$ cat config.mk
export PLATFORM = sky130hd
export DESIGN_NAME = nvm_cfg_loader
export DESIGN_NICKNAME = d
export VERILOG_FILES = /design/src/rtl/nvm_cfg_pkg.sv /design/src/rtl/nvm_cfg_seq.sv /design/src/rtl/nvm_cfg_check.sv /design/src/rtl/nvm_cfg_stage.sv /design/src/rtl/nvm_cfg_commit.sv /design/src/rtl/nvm_cfg_loader.sv
export SDC_FILE = /design/constraint.sdc
export NUM_CORES = 1
export LEC_CHECK = 0
export BUFFER_PORTS_ARGS = -buffer_cell sky130_fd_sc_hd__buf_2
export CAP_MARGIN = 25
export CORE_MARGIN = 1
export CORE_UTILIZATION = 57
export CTS_CLUSTER_DIAMETER = 120
export DETAILED_ROUTE_END_ITERATION = 12
export PLACE_DENSITY = 0.81
export SYNTH_ARGS = -nofsm -noshare
export SYNTH_HDL_FRONTEND = slang
export SYNTH_SLANG_ARGS = --single-unit
$ cat constraint.sdc
create_clock -name clk -period 3.5 [get_ports clk]
set_input_delay 0.175 -clock clk [delete_from_list [all_inputs] [get_ports clk]]
set_output_delay 0.175 -clock clk [all_outputs]
set_load 0.02 [all_outputs]
$ cat src/rtl/nvm_cfg_pkg.sv
package nvm_cfg_pkg;

  typedef enum logic [1:0] {
    ST_START  = 2'd0,
    ST_ISSUE  = 2'd1,
    ST_WAIT   = 2'd2,
    ST_FINISH = 2'd3
  } ld_state_e;

  // image word offsets that steer behaviour
  localparam int unsigned OFS_CTRL   = 'h0A;
  localparam int unsigned OFS_SHARED = 'h13;

  // staged words, index -> image offset
  localparam int unsigned STAGE_N  = 9;
  localparam int unsigned SI_MAC0  = 0;
  localparam int unsigned SI_MAC1  = 1;
  localparam int unsigned SI_MAC2  = 2;
  localparam int unsigned SI_SSID  = 3;
  localparam int unsigned SI_SSVID = 4;
  localparam int unsigned SI_DID   = 5;
  localparam int unsigned SI_VID   = 6;
  localparam int unsigned SI_LEDA  = 7;
  localparam int unsigned SI_LEDB  = 8;

  function automatic int unsigned stage_ofs(input int unsigned k);
    case (k)
      SI_MAC0:  return 'h00;
      SI_MAC1:  return 'h01;
      SI_MAC2:  return 'h02;
      SI_SSID:  return 'h0B;
      SI_SSVID: return 'h0C;
      SI_DID:   return 'h0D;
      SI_VID:   return 'h0E;
      SI_LEDA:  return 'h17;
      default:  return 'h18;
    endcase
  endfunction

endpackage

$ cat src/rtl/nvm_cfg_seq.sv
module nvm_cfg_seq
  import nvm_cfg_pkg::*;
#(
  parameter int unsigned IMG_WORDS = 64,
  parameter int unsigned ADDR_W    = 6
) (
  input  logic              clk,
  input  logic              rst_n,
  input  logic              rd_valid,
  output logic              rd_req,
  output logic [ADDR_W-1:0] rd_addr,
  output logic              accept,
  output logic              last_word,
  output logic              finished
);

  localparam logic [ADDR_W-1:0] LAST = ADDR_W'(IMG_WORDS - 1);

  ld_state_e         state_q, state_d;
  logic [ADDR_W-1:0] addr_q, addr_d;
  logic              addr_en;

  always_comb begin
    state_d = state_q;
    addr_d  = addr_q + 1'b1;
    addr_en = 1'b0;
    case (state_q)
      ST_START: state_d = ST_ISSUE;
      ST_ISSUE: state_d = ST_WAIT;
      ST_WAIT: begin
        if (rd_valid) begin
          if (addr_q == LAST) begin
            state_d = ST_FINISH;
          end else begin
            state_d = ST_ISSUE;
            addr_en = 1'b1;
          end
        end
      end
      ST_FINISH: state_d = ST_FINISH;
      default:   state_d = ST_START;
    endcase
  end

  always_ff @(posedge clk or negedge rst_n) begin
    if (!rst_n) begin
      state_q <= ST_START;
      addr_q  <= '0;
    end else begin
      state_q <= state_d;
      if (addr_en) addr_q <= addr_d;
    end
  end

  assign rd_req    = (state_q == ST_ISSUE);
  assign rd_addr   = addr_q;
  assign accept    = (state_q == ST_WAIT) && rd_valid;
  assign last_word = accept && (addr_q == LAST);
  assign finished  = (state_q == ST_FINISH);

  AST_REQ_SINGLE: assert property (@(posedge clk) disable iff (!rst_n)
    rd_req |=> !rd_req);
  AST_ADDR_ADVANCE: assert property (@(posedge clk) disable iff (!rst_n)
    (accept && !last_word) |=> (rd_addr == ADDR_W'($past(rd_addr) + 1'b1)));
  AST_NO_REQ_AFTER_END: assert property (@(posedge clk) disable iff (!rst_n)
    finished |-> !rd_req);

endmodule

$ cat src/rtl/nvm_cfg_check.sv
module nvm_cfg_check
  import nvm_cfg_pkg::*;
#(
  parameter int unsigned   ADDR_W     = 6,
  parameter int unsigned   WORD_W     = 16,
  parameter logic [WORD_W-1:0] SUM_TARGET = 16'hBABA
) (
  input  logic              clk,
  input  logic              rst_n,
  input  logic              accept,
  input  logic [ADDR_W-1:0] rd_addr,
  input  logic [WORD_W-1:0] rd_data,
  output logic              image_ok,
  output logic              sel_subsys,
  output logic              sel_ident,
  output logic [1:0]        phy_code
);

  logic [WORD_W-1:0] sum_q, sum_d;
  logic [1:0]        sig_q;
  logic [1:0]        phy_q;
  logic [1:0]        ctl_q;
  logic              hit_ctrl, hit_shared;

  assign sum_d      = sum_q + rd_data;
  assign hit_ctrl   = accept && (rd_addr == ADDR_W'(OFS_CTRL));
  assign hit_shared = accept && (rd_addr == ADDR_W'(OFS_SHARED));

  always_ff @(posedge clk or negedge rst_n) begin
    if (!rst_n) begin
      sum_q <= '0;
      sig_q <= '0;
      phy_q <= '0;
      ctl_q <= '0;
    end else begin
      if (accept) sum_q <= sum_d;
      if (hit_shared) begin
        sig_q <= rd_data[WORD_W-1 -: 2];
        phy_q <= rd_data[7:6];
      end
      if (hit_ctrl) ctl_q <= rd_data[1:0];
    end
  end

  // evaluated on the last accepted word, which is included through sum_d
  assign image_ok   = (sum_d == SUM_TARGET) && (sig_q == 2'b10);
  assign sel_subsys = ctl_q[1];
  assign sel_ident  = ctl_q[0];
  assign phy_code   = phy_q;

  AST_SUM_FROZEN_IDLE: assert property (@(posedge clk) disable iff (!rst_n)
    !accept |=> $stable(sum_q));

endmodule

$ cat src/rtl/nvm_cfg_stage.sv
module nvm_cfg_stage
  import nvm_cfg_pkg::*;
#(
  parameter int unsigned ADDR_W = 6,
  parameter int unsigned WORD_W = 16
) (
  input  logic                            clk,
  input  logic                            rst_n,
  input  logic                            accept,
  input  logic [ADDR_W-1:0]               rd_addr,
  input  logic [WORD_W-1:0]               rd_data,
  output logic [STAGE_N-1:0][WORD_W-1:0]  words
);

  for (genvar k = 0; k < STAGE_N; k++) begin : g_slot
    logic [WORD_W-1:0] q;
    logic              hit;
    assign hit = accept && (rd_addr == ADDR_W'(stage_ofs(k)));
    always_ff @(posedge clk or negedge rst_n) begin
      if (!rst_n)   q <= '0;
      else if (hit) q <= rd_data;
    end
    assign words[k] = q;
  end

endmodule

$ cat src/rtl/nvm_cfg_commit.sv
module nvm_cfg_commit
  import nvm_cfg_pkg::*;
#(
  parameter int unsigned   WORD_W    = 16,
  parameter logic [47:0]   DEF_MAC   = 48'h0,
  parameter logic [15:0]   DEF_SSID  = 16'h0000,
  parameter logic [15:0]   DEF_SSVID = 16'h8086,
  parameter logic [15:0]   DEF_DID   = 16'h0100,
  parameter logic [15:0]   DEF_VID   = 16'h8086,
  parameter logic [1:0]    DEF_PHY   = 2'b00,
  parameter logic [15:0]   DEF_LEDA  = 16'h0007,
  parameter logic [15:0]   DEF_LEDB  = 16'h0604
) (
  input  logic                           clk,
  input  logic                           rst_n,
  input  logic                           last_word,
  input  logic                           finished,
  input  logic                           image_ok,
  input  logic                           sel_subsys,
  input  logic                           sel_ident,
  input  logic [1:0]                     phy_code,
  input  logic [STAGE_N-1:0][WORD_W-1:0] words,
  input  logic                           sw_mac_we,
  input  logic [47:0]                    sw_mac,
  output logic                           done,
  output logic                           cfg_valid,
  output logic [47:0]                    mac_addr,
  output logic [15:0]                    subsys_id,
  output logic [15:0]                    subsys_vendor,
  output logic [15:0]                    device_id,
  output logic [15:0]                    vendor_id,
  output logic [1:0]                     phy_type,
  output logic [15:0]                    led_word_a,
  output logic [15:0]                    led_word_b
);

  logic        mac_en;
  logic [47:0] mac_d;
  logic [15:0] ssid_d, ssvid_d, did_d, vid_d, leda_d, ledb_d;
  logic [1:0]  phy_d;

  always_comb begin
    ssid_d  = DEF_SSID;
    ssvid_d = DEF_SSVID;
    did_d   = DEF_DID;
    vid_d   = DEF_VID;
    phy_d   = DEF_PHY;
    leda_d  = DEF_LEDA;
    ledb_d  = DEF_LEDB;
    mac_d   = DEF_MAC;
    if (image_ok) begin
      mac_d  = {words[SI_MAC2], words[SI_MAC1], words[SI_MAC0]};
      phy_d  = phy_code;
      leda_d = words[SI_LEDA];
      ledb_d = words[SI_LEDB];
      if (sel_subsys) begin
        ssid_d  = words[SI_SSID];
        ssvid_d = words[SI_SSVID];
      end
      if (sel_ident) begin
        did_d = words[SI_DID];
        vid_d = words[SI_VID];
      end
    end
    if (finished) mac_d = sw_mac;
    mac_en = last_word || (finished && sw_mac_we);
  end

  always_ff @(posedge clk or negedge rst_n) begin
    if (!rst_n) begin
      done          <= 1'b0;
      cfg_valid     <= 1'b0;
      mac_addr      <= DEF_MAC;
      subsys_id     <= DEF_SSID;
      subsys_vendor <= DEF_SSVID;
      device_id     <= DEF_DID;
      vendor_id     <= DEF_VID;
      phy_type      <= DEF_PHY;
      led_word_a    <= DEF_LEDA;
      led_word_b    <= DEF_LEDB;
    end else begin
      done <= last_word;
      if (mac_en) mac_addr <= mac_d;
      if (last_word) begin
        cfg_valid     <= image_ok;
        subsys_id     <= ssid_d;
        subsys_vendor <= ssvid_d;
        device_id     <= did_d;
        vendor_id     <= vid_d;
        phy_type      <= phy_d;
        led_word_a    <= leda_d;
        led_word_b    <= ledb_d;
      end
    end
  end

  AST_DONE_PULSE: assert property (@(posedge clk) disable iff (!rst_n)
    done |=> !done);
  AST_HOLD_DEFAULTS: assert property (@(posedge clk) disable iff (!rst_n)
    !finished |-> (!cfg_valid && mac_addr == DEF_MAC && device_id == DEF_DID));
  AST_VALID_FROZEN: assert property (@(posedge clk) disable iff (!rst_n)
    (finished && !done) |=> $stable(cfg_valid) && $stable(device_id));
  AST_REJECT_DEFAULTS: assert property (@(posedge clk) disable iff (!rst_n)
    (done && !cfg_valid) |-> (mac_addr == DEF_MAC && subsys_vendor == DEF_SSVID));

endmodule

$ cat src/rtl/nvm_cfg_loader.sv
module nvm_cfg_loader
  import nvm_cfg_pkg::*;
#(
  parameter int unsigned IMG_WORDS  = 64,
  parameter int unsigned WORD_W     = 16,
  parameter logic [15:0] SUM_TARGET = 16'hBABA,
  parameter logic [47:0] DEF_MAC    = 48'h0,
  parameter logic [15:0] DEF_SSID   = 16'h0000,
  parameter logic [15:0] DEF_SSVID  = 16'h8086,
  parameter logic [15:0] DEF_DID    = 16'h0100,
  parameter logic [15:0] DEF_VID    = 16'h8086,
  parameter logic [1:0]  DEF_PHY    = 2'b00,
  parameter logic [15:0] DEF_LEDA   = 16'h0007,
  parameter logic [15:0] DEF_LEDB   = 16'h0604
) (
  input  logic        clk,
  input  logic        rst_n,
  output logic        rd_req,
  output logic [5:0]  rd_addr,
  input  logic [15:0] rd_data,
  input  logic        rd_valid,
  input  logic        sw_mac_we,
  input  logic [47:0] sw_mac,
  output logic        done,
  output logic        cfg_valid,
  output logic [47:0] mac_addr,
  output logic [15:0] subsys_id,
  output logic [15:0] subsys_vendor,
  output logic [15:0] device_id,
  output logic [15:0] vendor_id,
  output logic [1:0]  phy_type,
  output logic [15:0] led_word_a,
  output logic [15:0] led_word_b
);

  localparam int unsigned ADDR_W = $clog2(IMG_WORDS);

  logic                           accept, last_word, finished;
  logic                           image_ok, sel_subsys, sel_ident;
  logic [1:0]                     phy_code;
  logic [STAGE_N-1:0][WORD_W-1:0] words;

  nvm_cfg_seq #(.IMG_WORDS(IMG_WORDS), .ADDR_W(ADDR_W)) u_seq (
    .clk(clk), .rst_n(rst_n), .rd_valid(rd_valid), .rd_req(rd_req),
    .rd_addr(rd_addr), .accept(accept), .last_word(last_word), .finished(finished)
  );

  nvm_cfg_check #(.ADDR_W(ADDR_W), .WORD_W(WORD_W), .SUM_TARGET(SUM_TARGET)) u_check (
    .clk(clk), .rst_n(rst_n), .accept(accept), .rd_addr(rd_addr), .rd_data(rd_data),
    .image_ok(image_ok), .sel_subsys(sel_subsys), .sel_ident(sel_ident), .phy_code(phy_code)
  );

  nvm_cfg_stage #(.ADDR_W(ADDR_W), .WORD_W(WORD_W)) u_stage (
    .clk(clk), .rst_n(rst_n), .accept(accept), .rd_addr(rd_addr), .rd_data(rd_data),
    .words(words)
  );

  nvm_cfg_commit #(
    .WORD_W(WORD_W), .DEF_MAC(DEF_MAC), .DEF_SSID(DEF_SSID), .DEF_SSVID(DEF_SSVID),
    .DEF_DID(DEF_DID), .DEF_VID(DEF_VID), .DEF_PHY(DEF_PHY),
    .DEF_LEDA(DEF_LEDA), .DEF_LEDB(DEF_LEDB)
  ) u_commit (
    .clk(clk), .rst_n(rst_n), .last_word(last_word), .finished(finished),
    .image_ok(image_ok), .sel_subsys(sel_subsys), .sel_ident(sel_ident),
    .phy_code(phy_code), .words(words), .sw_mac_we(sw_mac_we), .sw_mac(sw_mac),
    .done(done), .cfg_valid(cfg_valid), .mac_addr(mac_addr), .subsys_id(subsys_id),
    .subsys_vendor(subsys_vendor), .device_id(device_id), .vendor_id(vendor_id),
    .phy_type(phy_type), .led_word_a(led_word_a), .led_word_b(led_word_b)
  );

  AST_DONE_AFTER_LAST: assert property (@(posedge clk) disable iff (!rst_n)
    done |-> finished);
  AST_NO_STRAY_VALID: assert property (@(posedge clk) disable iff (!rst_n)
    (rd_valid && !accept) |=> $stable(rd_addr));

endmodule

==> results.json, run 1 <==
{
  "cap_violations": 0,
  "clk_path_buf_depth": 3,
  "cts_repair_resize_count": 0,
  "reg2reg_slack_ns": 0.26,
  "clockRootBuffer": "clkbuf_16",
  "ys_warn_count": 0,
  "synth_area_leaders": "dfrtp_1 (52%), mux2_2 (11%), nand4_1 (6.1%)",
  "synth_common_cells": "dfrtp_1 (307), mux2_2 (148), nand4_1 (142)",
  "drt_iter0_drc": 1084,
  "cts_hold_buf": 8,
  "io_pins": 223,
  "critPathMaxFanout": 49,
  "period_share_pct": 92.6,
  "min_period_ns": 3.24,
  "crit_path_end": "u_commit.vendor_id[5]",
  "cp.required_ns": 3.93,
  "dpl.hpwl_um": 25700,
  "grt.overflow.total": 0,
  "critPathKind": "register to register",
  "worst-slew-pin-transition_ns": 0.940,
  "end_kind": "register",
  "grt_util_all_layers_pct": 30.9,
  "cts_setup_buffers": 0,
  "status": "complete, no violations",
  "cts_max_level": 2,
  "die_h_um": 162,
  "ant_nets": 0,
  "r2r_start": "u_check.sum_q[0]",
  "hold_violations": 0,
  "clock.fmax_ghz": 0.309,
  "r2r_end": "u_commit.vendor_id[5]",
  "hp-start": "sw_mac[21]",
  "clock_latency_ns": 0.51,
  "drv_slew": 0,
  "cts_made_buffers": 34,
  "finalSetupViolCount": 0,
  "cts.clk_slew.worst_paths_ns": 0.06,
  "grt_antenna_before_repair": 5,
  "first_pass_iters": 5,
  "portBuffers": 222,
  "min_path_cells": 4,
  "ys_ff_latch": 322,
  "hold_slack_ns": 0.00391,
  "drive_gt1_share_pct": 31.5,
  "nets": 1624,
  "syn_area_sq_um": 14600,
  "grt_pass1_wl_um": 63200,
  "cp-start-kind": "register",
  "final.setup.tns_ns": 0,
  "synth_edf_count": 0,
  "grt_max_degree": 103,
  "leakage_uw": 0.00832,
  "initial_core_util_pct": 58.1,
  "num_rows": 58,
  "worstPathArrival_ns": 3.67,
  "startpoint": "u_check.sum_q[0]",
  "hp-class": "primary input to register",
  "core_area_sq_um": 25200,
  "synthDistinctLibCells": 49,
  "rr_worst_depth": 12,
  "post-place-ws_ns": 0.303,
  "fin_skew_ns": 0.0173,
  "drcViolationCount": 0,
  "die_w_um": 162,
  "power-per-cell-area_nw_per_um2": 754,
  "die_area_sq_um": 26300,
  "ys.flop_type": "dfrtp_1",
  "ir_drop_v": 0.000655,
  "synth_top_area_share_pct": 52.5,
  "gp_congestion": 0.899,
  "via_per_inst": 6.15,
  "dr_total_vias": 11600,
  "max_slew_margin_pct": 37.3,
  "synth.most_common_cell": "dfrtp_1",
  "area_growth_pct": 18.0,
  "cts_tree": "yes",
  "synthesis.nets": 1441,
  "synthArstFlopShare_pct": 100,
  "avgSynthCellArea_sq_um": 10.8,
  "grt_pass1_vias": 11400,
  "layout_setup_ws_ns": 0.260,
  "cts_sinks": 322,
  "rsz0062_at_grt": "false",
  "yosys.area.top_type": "dfrtp_1",
  "wl_per_cell_um": 21.4,
  "ys_seq_area_share_pct": 55.2,
  "finalWirelength_um": 40400,
  "syn-instance-count": 1353
}
[worst min path at each step]
stage,to
final,u_commit.mac_addr[21]
after global routing,u_commit.mac_addr[9]
after CTS,u_commit.mac_addr[21]
after detailed placement,u_stage.g_slot[5].q[4]
after global placement,u_stage.g_slot[5].q[9]
after floorplan,u_check.ctl_q[0]
[cell usage in the layout (no fill, tap or decap), types with 22 or more instances in the layout]
cell type,synthesis,final
a21oi_1,63,62
and2_1,57,57
and3_1,51,51
buf_2,2,221
buf_4,10,31
clkbuf_16,0,35
dfrtp_1,307,307
mux2_2,148,148
nand2_1,123,122
nand4_1,142,142
nor2_1,22,22
o21ai_0,69,69
o21ai_1,90,90
[state kept, by name, indices dropped and copies added (netlist names)]
| signal | flops |
|---|---|
| u_commit.device_id | 16 |
| u_commit.vendor_id | 16 |
| u_commit.subsys_id | 16 |
| u_commit.cfg_valid | 1 |
| u_stage.g_slot.q | 144 |
| u_check.sum_q | 16 |
| u_commit.subsys_vendor | 16 |
| u_check.ctl_q | 2 |
| u_check.phy_code | 2 |
| u_commit.done | 1 |
| u_seq.state_q | 2 |
| u_seq.rd_addr | 6 |
| u_commit.led_word_a | 16 |
| u_commit.led_word_b | 16 |
| u_commit.mac_addr | 48 |
| u_check.sig_q | 2 |
| u_commit.phy_type | 2 |
[area by class of cell]
| class | count | area, sq um |
|---|---|---|
| Timing Repair Buffer | 270 | 1610 |
| Clock buffer | 48 | 965 |
| Fill cell | 1829 | 7910 |
| Inverter | 9 | 33.8 |
| Clock inverter | 9 | 80.1 |
| Tap cell | 330 | 413 |
| Sequential cell | 322 | 8080 |
| Antenna cell | 5 | 12.5 |
| Multi-Input combinational cell | 899 | 6080 |
[logic make-up after synthesis]
kind of cell	Yosys count	synth area share (%)
AO/OA/AOI/OAI	264	10.1
XOR/XNOR	21	1.26
adder cells (fa/ha/maj)	20	1.76
buffers and inverters	132	3.66
flip-flops	322	55.2
multiplexers	148	11.4
AND/OR/NAND/NOR	446	16.7
[stage by stage]
stage / power [uW] / area (sq um) / utilization (%) / instances
finish: 13000 / 17300 / 68.6 / 1892
global route: 13700 / 17300 / 68.6 / 1892
CTS: 13000 / 17300 / 68.5 / 1887
detailed placement: 9540 / 16100 / 64.1 / 1822
global placement: 9440 / 16100 / 64.1 / 1822
floorplan: 7890 / 14600 / - / 1353
[worst max-delay path, cell delays in order (launching register included)]
cell and delay (ns):
dfrtp_1 0.38, ha_1 0.21, inv_1 0.08, fa_1 0.21, nor2b_1 0.07, o2111ai_1 0.36, nand2_1 0.20, a2111o_1 0.45
a211oi_4 0.29, buf_12 0.27, buf_4 0.30, nand4_1 0.14, o21ai_1 0.18
[power by group]
| group | internal [uW] | switching (uW) | total (uW) |
|---|---|---|---|
| logic | 1540 | 3190 | 4730 |
| clock network | 2000 | 1440 | 3430 |
| registers | 4410 | 447 | 4860 |
| total | 7950 | 5070 | 13000 |
[per-layer routing]
metal	GRT usage [%]	vias to the layer above	share of wire (%)
met3	4.47	109	5.1
met2	48.7	418	49
li1	-	5226	-
met4	13.6	0	4.0
met1	42.8	5879	42
met5	0	-	0
Power figures use the tool's default switching activity.
==> run 2: changes to the inputs <==
CORE_UTILIZATION = 55   (was 57)
PLACE_DENSITY = 0.79   (was 0.81)
==> results.json, run 2 (synthesized netlist as in run 1, its figures left out) <==
{
  "hp-class": "primary input to register",
  "via_per_inst": 6.09,
  "finalWirelength_um": 40700,
  "dr_total_vias": 11500,
  "hp-start": "sw_mac[30]",
  "grt_max_degree": 122,
  "core_area_sq_um": 26100,
  "critPathKind": "register to register",
  "final.setup.tns_ns": 0,
  "cts_max_level": 2,
  "min_path_cells": 4,
  "regMostFlops": "u_stage.g_slot.q",
  "grt.overflow.total": 0,
  "grt-busiest-layer": "met2",
  "cp.required_ns": 3.91,
  "end_kind": "register",
  "cp-start-kind": "register",
  "period_share_pct": 93.0,
  "worst-slew-pin-transition_ns": 0.950,
  "ir_drop_v": 0.000678,
  "critPathMaxFanout": 43,
  "clock.fmax_ghz": 0.307,
  "cts_tree": "yes",
  "grt_antenna_before_repair": 3,
  "initial_core_util_pct": 56.2,
  "dpl.hpwl_um": 25700,
  "dp.cells": 1820,
  "finalPower_uw": 13300,
  "num_rows": 59,
  "reg2reg_slack_ns": 0.25,
  "cts_sinks": 322,
  "clk_path_buf_depth": 3,
  "io_pins": 223,
  "hold_violations": 0,
  "rsz0062_at_grt": "false",
  "die_area_sq_um": 27300,
  "largest_reg_flops": 144,
  "cap_violations": 0,
  "leakage_uw": 0.00833,
  "final_util_pct": 66.6,
  "first_pass_iters": 5,
  "finalSetupViolCount": 0,
  "drv_slew": 0,
  "fillers": 2021,
  "stdcell_count": 1891,
  "clock_latency_ns": 0.51,
  "grtUsageMet2_pct": 47.7,
  "worstPathArrival_ns": 3.66,
  "grt_util_all_layers_pct": 30.1,
  "hold_end": "u_commit.mac_addr[30]",
  "ant_nets": 0,
  "r2r_end": "u_commit.mac_addr[31]",
  "gp_congestion": 0.941,
  "cts.clk_slew.worst_paths_ns": 0.06,
  "met3_usage_pct": 5.87,
  "portBuffers": 222,
  "multi_input_area_sq_um": 6080,
  "die_h_um": 165,
  "nets": 1617,
  "status": "complete, no violations",
  "r2r_start": "u_check.sum_q[0]",
  "fin_skew_ns": 0.0174,
  "clockRootBuffer": "clkbuf_16",
  "drive_gt1_share_pct": 31.4,
  "final_cell_mix": "dfrtp_1 (307), buf_2 (221), mux2_2 (148)",
  "drt_iter0_drc": 1064,
  "min_period_ns": 3.25,
  "cts_made_buffers": 34,
  "cts_setup_buffers": 0,
  "area_growth_pct": 18.6,
  "wl_per_cell_um": 21.5,
  "regArea_sq_um": 8080,
  "grt.met1_usage_pct": 39.9,
  "rr_worst_depth": 11,
  "reg_top3": "u_stage.g_slot.q: 144 flops, u_commit.mac_addr: 48 flops",
  "grt_pass1_vias": 11300,
  "max_slew_margin_pct": 36.7,
  "drcViolationCount": 0,
  "power-per-cell-area_nw_per_um2": 766,
  "grt_pass1_wl_um": 62400,
  "final_common_cell": "dfrtp_1",
  "die_w_um": 165
}
==> run 2: cell count changes in the layout (fill, tap and decap cells not counted), sizes merged <==
cell      delta
buf          -7
clkinvlp     +3
bufinv       +2
clkbuf       -2
diode        -2
==> run 2: worst max-delay path, cell delays in order (launching register included) <==
cell	delay, ns
dfrtp_1	0.38
ha_1	0.22
inv_1	0.07
fa_1	0.22
nor2b_1	0.08
o2111ai_1	0.38
nand2_1	0.20
a2111o_1	0.45
a211oi_4	0.48
buf_12	0.28
nand4_1	0.15
o21ai_0	0.22
==> run 2: how the worst max path moves through the flow <==
stage	startpoint	endpoint	slack [ns]	cells past startpoint
final	u_check.sum_q[0]	u_commit.mac_addr[31]	0.25	11
after global routing	u_check.sum_q[0]	u_commit.mac_addr[31]	0.02	11
after CTS	u_seq.rd_addr[0]	u_commit.mac_addr[21]	0.17	10
after detailed placement	rd_data[0]	u_commit.led_word_b[10]	0.23	11
after global placement	rd_data[0]	u_commit.led_word_a[1]	0.32	11
after floorplan	u_check.sum_q[0]	u_commit.subsys_vendor[13]	0.64	12
==> run 2: per-stage QoR <==
| step | worst slack (ns) | instance area [sq um] | hold WS [ns] |
|---|---|---|---|
| after floorplan | 0.645 | 14600 | -0.121 |
| after global placement | 0.317 | 16200 | 0.345 |
| after detailed placement | 0.228 | 16200 | 0.354 |
| after CTS | 0.167 | 17400 | 0.000690 |
| after global routing | 0.0212 | 17400 | 0.0202 |
| final | 0.245 | 17400 | 0.000860 |
==> run 2: cell type report <==
class	instances	share of cell area (%)
repair buffers	263	9.37
flip-flops and latches	322	46.5
diodes	3	0.0432
clock buffers	46	5.45
well taps	335	2.41
multi-input cells	899	35.0
clock inverters	14	1.02
inverters	9	0.195
==> run 2: what timing repair did <==
item                                    CTS  global route
hold buffers                              8             0
endpoints found under the setup margin    0            24
hold endpoints to repair                116             0
resized for setup                         0             1
==> run 2: routing by layer <==
layer	up-vias	share of wire, %	routed length (um)
met2	457	47	19300
met5	-	0	0
li1	5215	-	-
met1	5728	41	16500
met4	0	4.6	1850
met3	117	7.4	3010
==> run 2: power by group <==
group	internal, uW	switching (uW)
clock	2140	1500
combinational	1560	3240
sequential	4410	450
==> run 3: changes to the inputs <==
CTS_BUF_LIST = sky130_fd_sc_hd__clkbuf_4 sky130_fd_sc_hd__clkbuf_8 sky130_fd_sc_hd__clkbuf_16   (was unset)
==> results.json, run 3 (synthesized netlist as in run 1, its figures left out) <==
{
  "combPwrFrac_pct": 35.9,
  "grt.met1_usage_pct": 40.2,
  "rsz0062_at_grt": "false",
  "final_cell_mix": "dfrtp_1 (307), buf_2 (221), mux2_2 (148)",
  "cts_max_level": 2,
  "clock_latency_ns": 0.51,
  "power-per-cell-area_nw_per_um2": 768,
  "first_pass_iters": 5,
  "cts.clk_slew.worst_paths_ns": 0.06,
  "dr_total_vias": 11500,
  "finalSetupViolCount": 0,
  "largest_reg_flops": 144,
  "worst-slew-pin-transition_ns": 0.982,
  "grt.overflow.total": 0,
  "gp_congestion": 0.941,
  "clockRootBuffer": "clkbuf_16",
  "cp-start-kind": "register",
  "clock.fmax_ghz": 0.305,
  "hold_violations": 0,
  "hp-start": "sw_mac[30]",
  "drcViolationCount": 0,
  "reg2reg_slack_ns": 0.22,
  "dpl.hpwl_um": 25700,
  "die_area_sq_um": 27300,
  "min_path_cells": 4,
  "critPathTopFamily": "compound AO/OA/AOI/OAI gates",
  "min_period_ns": 3.28,
  "cap_violations": 0,
  "leakage_uw": 0.00836,
  "wl_per_cell_um": 21.5,
  "ir_drop_v": 0.000676,
  "end_kind": "register",
  "io_pins": 223,
  "final_common_cell": "dfrtp_1",
  "post-place-ws_ns": 0.228,
  "drv_slew": 0,
  "drive_gt1_share_pct": 31.9,
  "grt_pass1_wl_um": 62200,
  "drt_iter0_drc": 901,
  "worstPathArrival_ns": 3.68,
  "critPathKind": "register to register",
  "cts_made_buffers": 34,
  "num_rows": 59,
  "hp-class": "primary input to register",
  "max_slew_margin_pct": 34.5,
  "die_h_um": 165,
  "regMostFlops": "u_stage.g_slot.q",
  "critPathMaxFanout": 43,
  "period_share_pct": 93.6,
  "dp.cells": 1820,
  "switching_share_pct": 38.8,
  "ant_nets": 0,
  "finalWirelength_um": 40600,
  "cp_slowest_stage_delay_ns": 0.49,
  "clk_path_buf_depth": 3,
  "fin_skew_ns": 0.0198,
  "cts_setup_buffers": 0,
  "via_per_inst": 6.10,
  "reg_top3": "u_stage.g_slot.q: 144 flops, u_commit.mac_addr: 48 flops",
  "initial_core_util_pct": 56.2,
  "r2r_start": "u_check.sum_q[0]",
  "status": "complete, no violations",
  "grt_max_degree": 122,
  "stdcell_count": 1891,
  "grt_util_all_layers_pct": 29.9,
  "slowest_stage": "a211oi_4",
  "final.setup.tns_ns": 0,
  "grt_antenna_before_repair": 3,
  "worstPathCellList": "ha_1 -> inv_1 -> fa_1 -> nor2b_1 -> o2111ai_1 -> nand2_1 -> a2111o_1 -> a211oi_4 -> buf_12 -> nand4_1 -> o21ai_0",
  "grt_pass1_vias": 11300,
  "nets": 1617,
  "switchingPower_uw": 5190,
  "p_int_uw": 8170,
  "r2r_end": "u_commit.mac_addr[31]",
  "area_growth_pct": 18.8,
  "grt-busiest-layer": "met2",
  "grtUsageMet2_pct": 47.5,
  "core_area_sq_um": 26100,
  "cts_tree": "yes",
  "cp.required_ns": 3.91,
  "layout_setup_ws_ns": 0.224,
  "cts_sinks": 322,
  "p_seq_share_pct": 36.4,
  "die_w_um": 165,
  "worst-path-buf-inv": 2,
  "portBuffers": 222,
  "rr_worst_depth": 11,
  "hold_end": "u_commit.mac_addr[30]",
  "pwr-share-clk_pct": 27.7,
  "met3_usage_pct": 5.39
}
-- run 3: worst reg2reg max path, cell delays in order, from the launching register on --
cell	delay (ns)
dfrtp_1	0.38
ha_1	0.22
inv_1	0.07
fa_1	0.22
nor2b_1	0.08
o2111ai_1	0.38
nand2_1	0.20
a2111o_1	0.45
a211oi_4	0.49
buf_12	0.28
nand4_1	0.18
o21ai_0	0.22
-- run 3: how the worst max path moves through the flow --
stage,depth (start not counted),endpoint,from,slack [ns]
detailed placement,11,u_commit.led_word_b[10],rd_data[0],0.23
floorplan,12,u_commit.subsys_vendor[13],u_check.sum_q[0],0.64
finish,11,u_commit.mac_addr[31],u_check.sum_q[0],0.22
global route,11,u_commit.mac_addr[31],u_check.sum_q[0],0.02
global placement,11,u_commit.led_word_a[1],rd_data[0],0.32
CTS,10,u_commit.mac_addr[21],u_seq.rd_addr[0],0.14
-- run 3: stage by stage --
| step | util (%) | hold slack [ns] | power (uW) | cell area [sq um] |
|---|---|---|---|---|
| 5_1_grt | 66.8 | 0.0202 | 13900 | 17400 |
| 3_3_place_gp | 62.0 | 0.345 | 9470 | 16200 |
| 4_1_cts | 66.7 | 0.000859 | 13300 | 17400 |
| 6_report | 66.8 | 0.00222 | 13400 | 17400 |
| 2_1_floorplan | - | -0.121 | 7890 | 14600 |
| 3_5_place_dp | 62.0 | 0.354 | 9610 | 16200 |
-- run 3: power by group through the flow --
stage / combinational, uW / sequential [uW] / clock (uW)
global placement: 4600 / 4870 / 0
floorplan: 2750 / 5140 / 0
detailed placement: 4710 / 4900 / 0
finish: 4800 / 4860 / 3700
global route: 5150 / 4920 / 3870
CTS: 4740 / 4840 / 3730
-- run 3: timing repair --
action | CTS | global route
gates resized for setup | 0 | 1
endpoints found under the hold margin | 116 | 0
hold buffers | 8 | 0
setup endpoints to repair | 0 | 28
-- run 3: layout make-up --
cell class	count	area (sq um)
Timing Repair Buffer	263	1630
Inverter	9	33.8
Clock inverter	14	176
Antenna cell	3	7.51
Tap cell	335	419
Multi-Input combinational cell	899	6080
Sequential cell	322	8080
Fill cell	2015	8660
Clock buffer	46	977
-- run 3: metal layers --
layer | vias up | part of all wire, %
met5 | - | 0
met4 | 0 | 4.3
met3 | 106 | 6.8
met2 | 443 | 48
met1 | 5792 | 41
li1 | 5202 | -
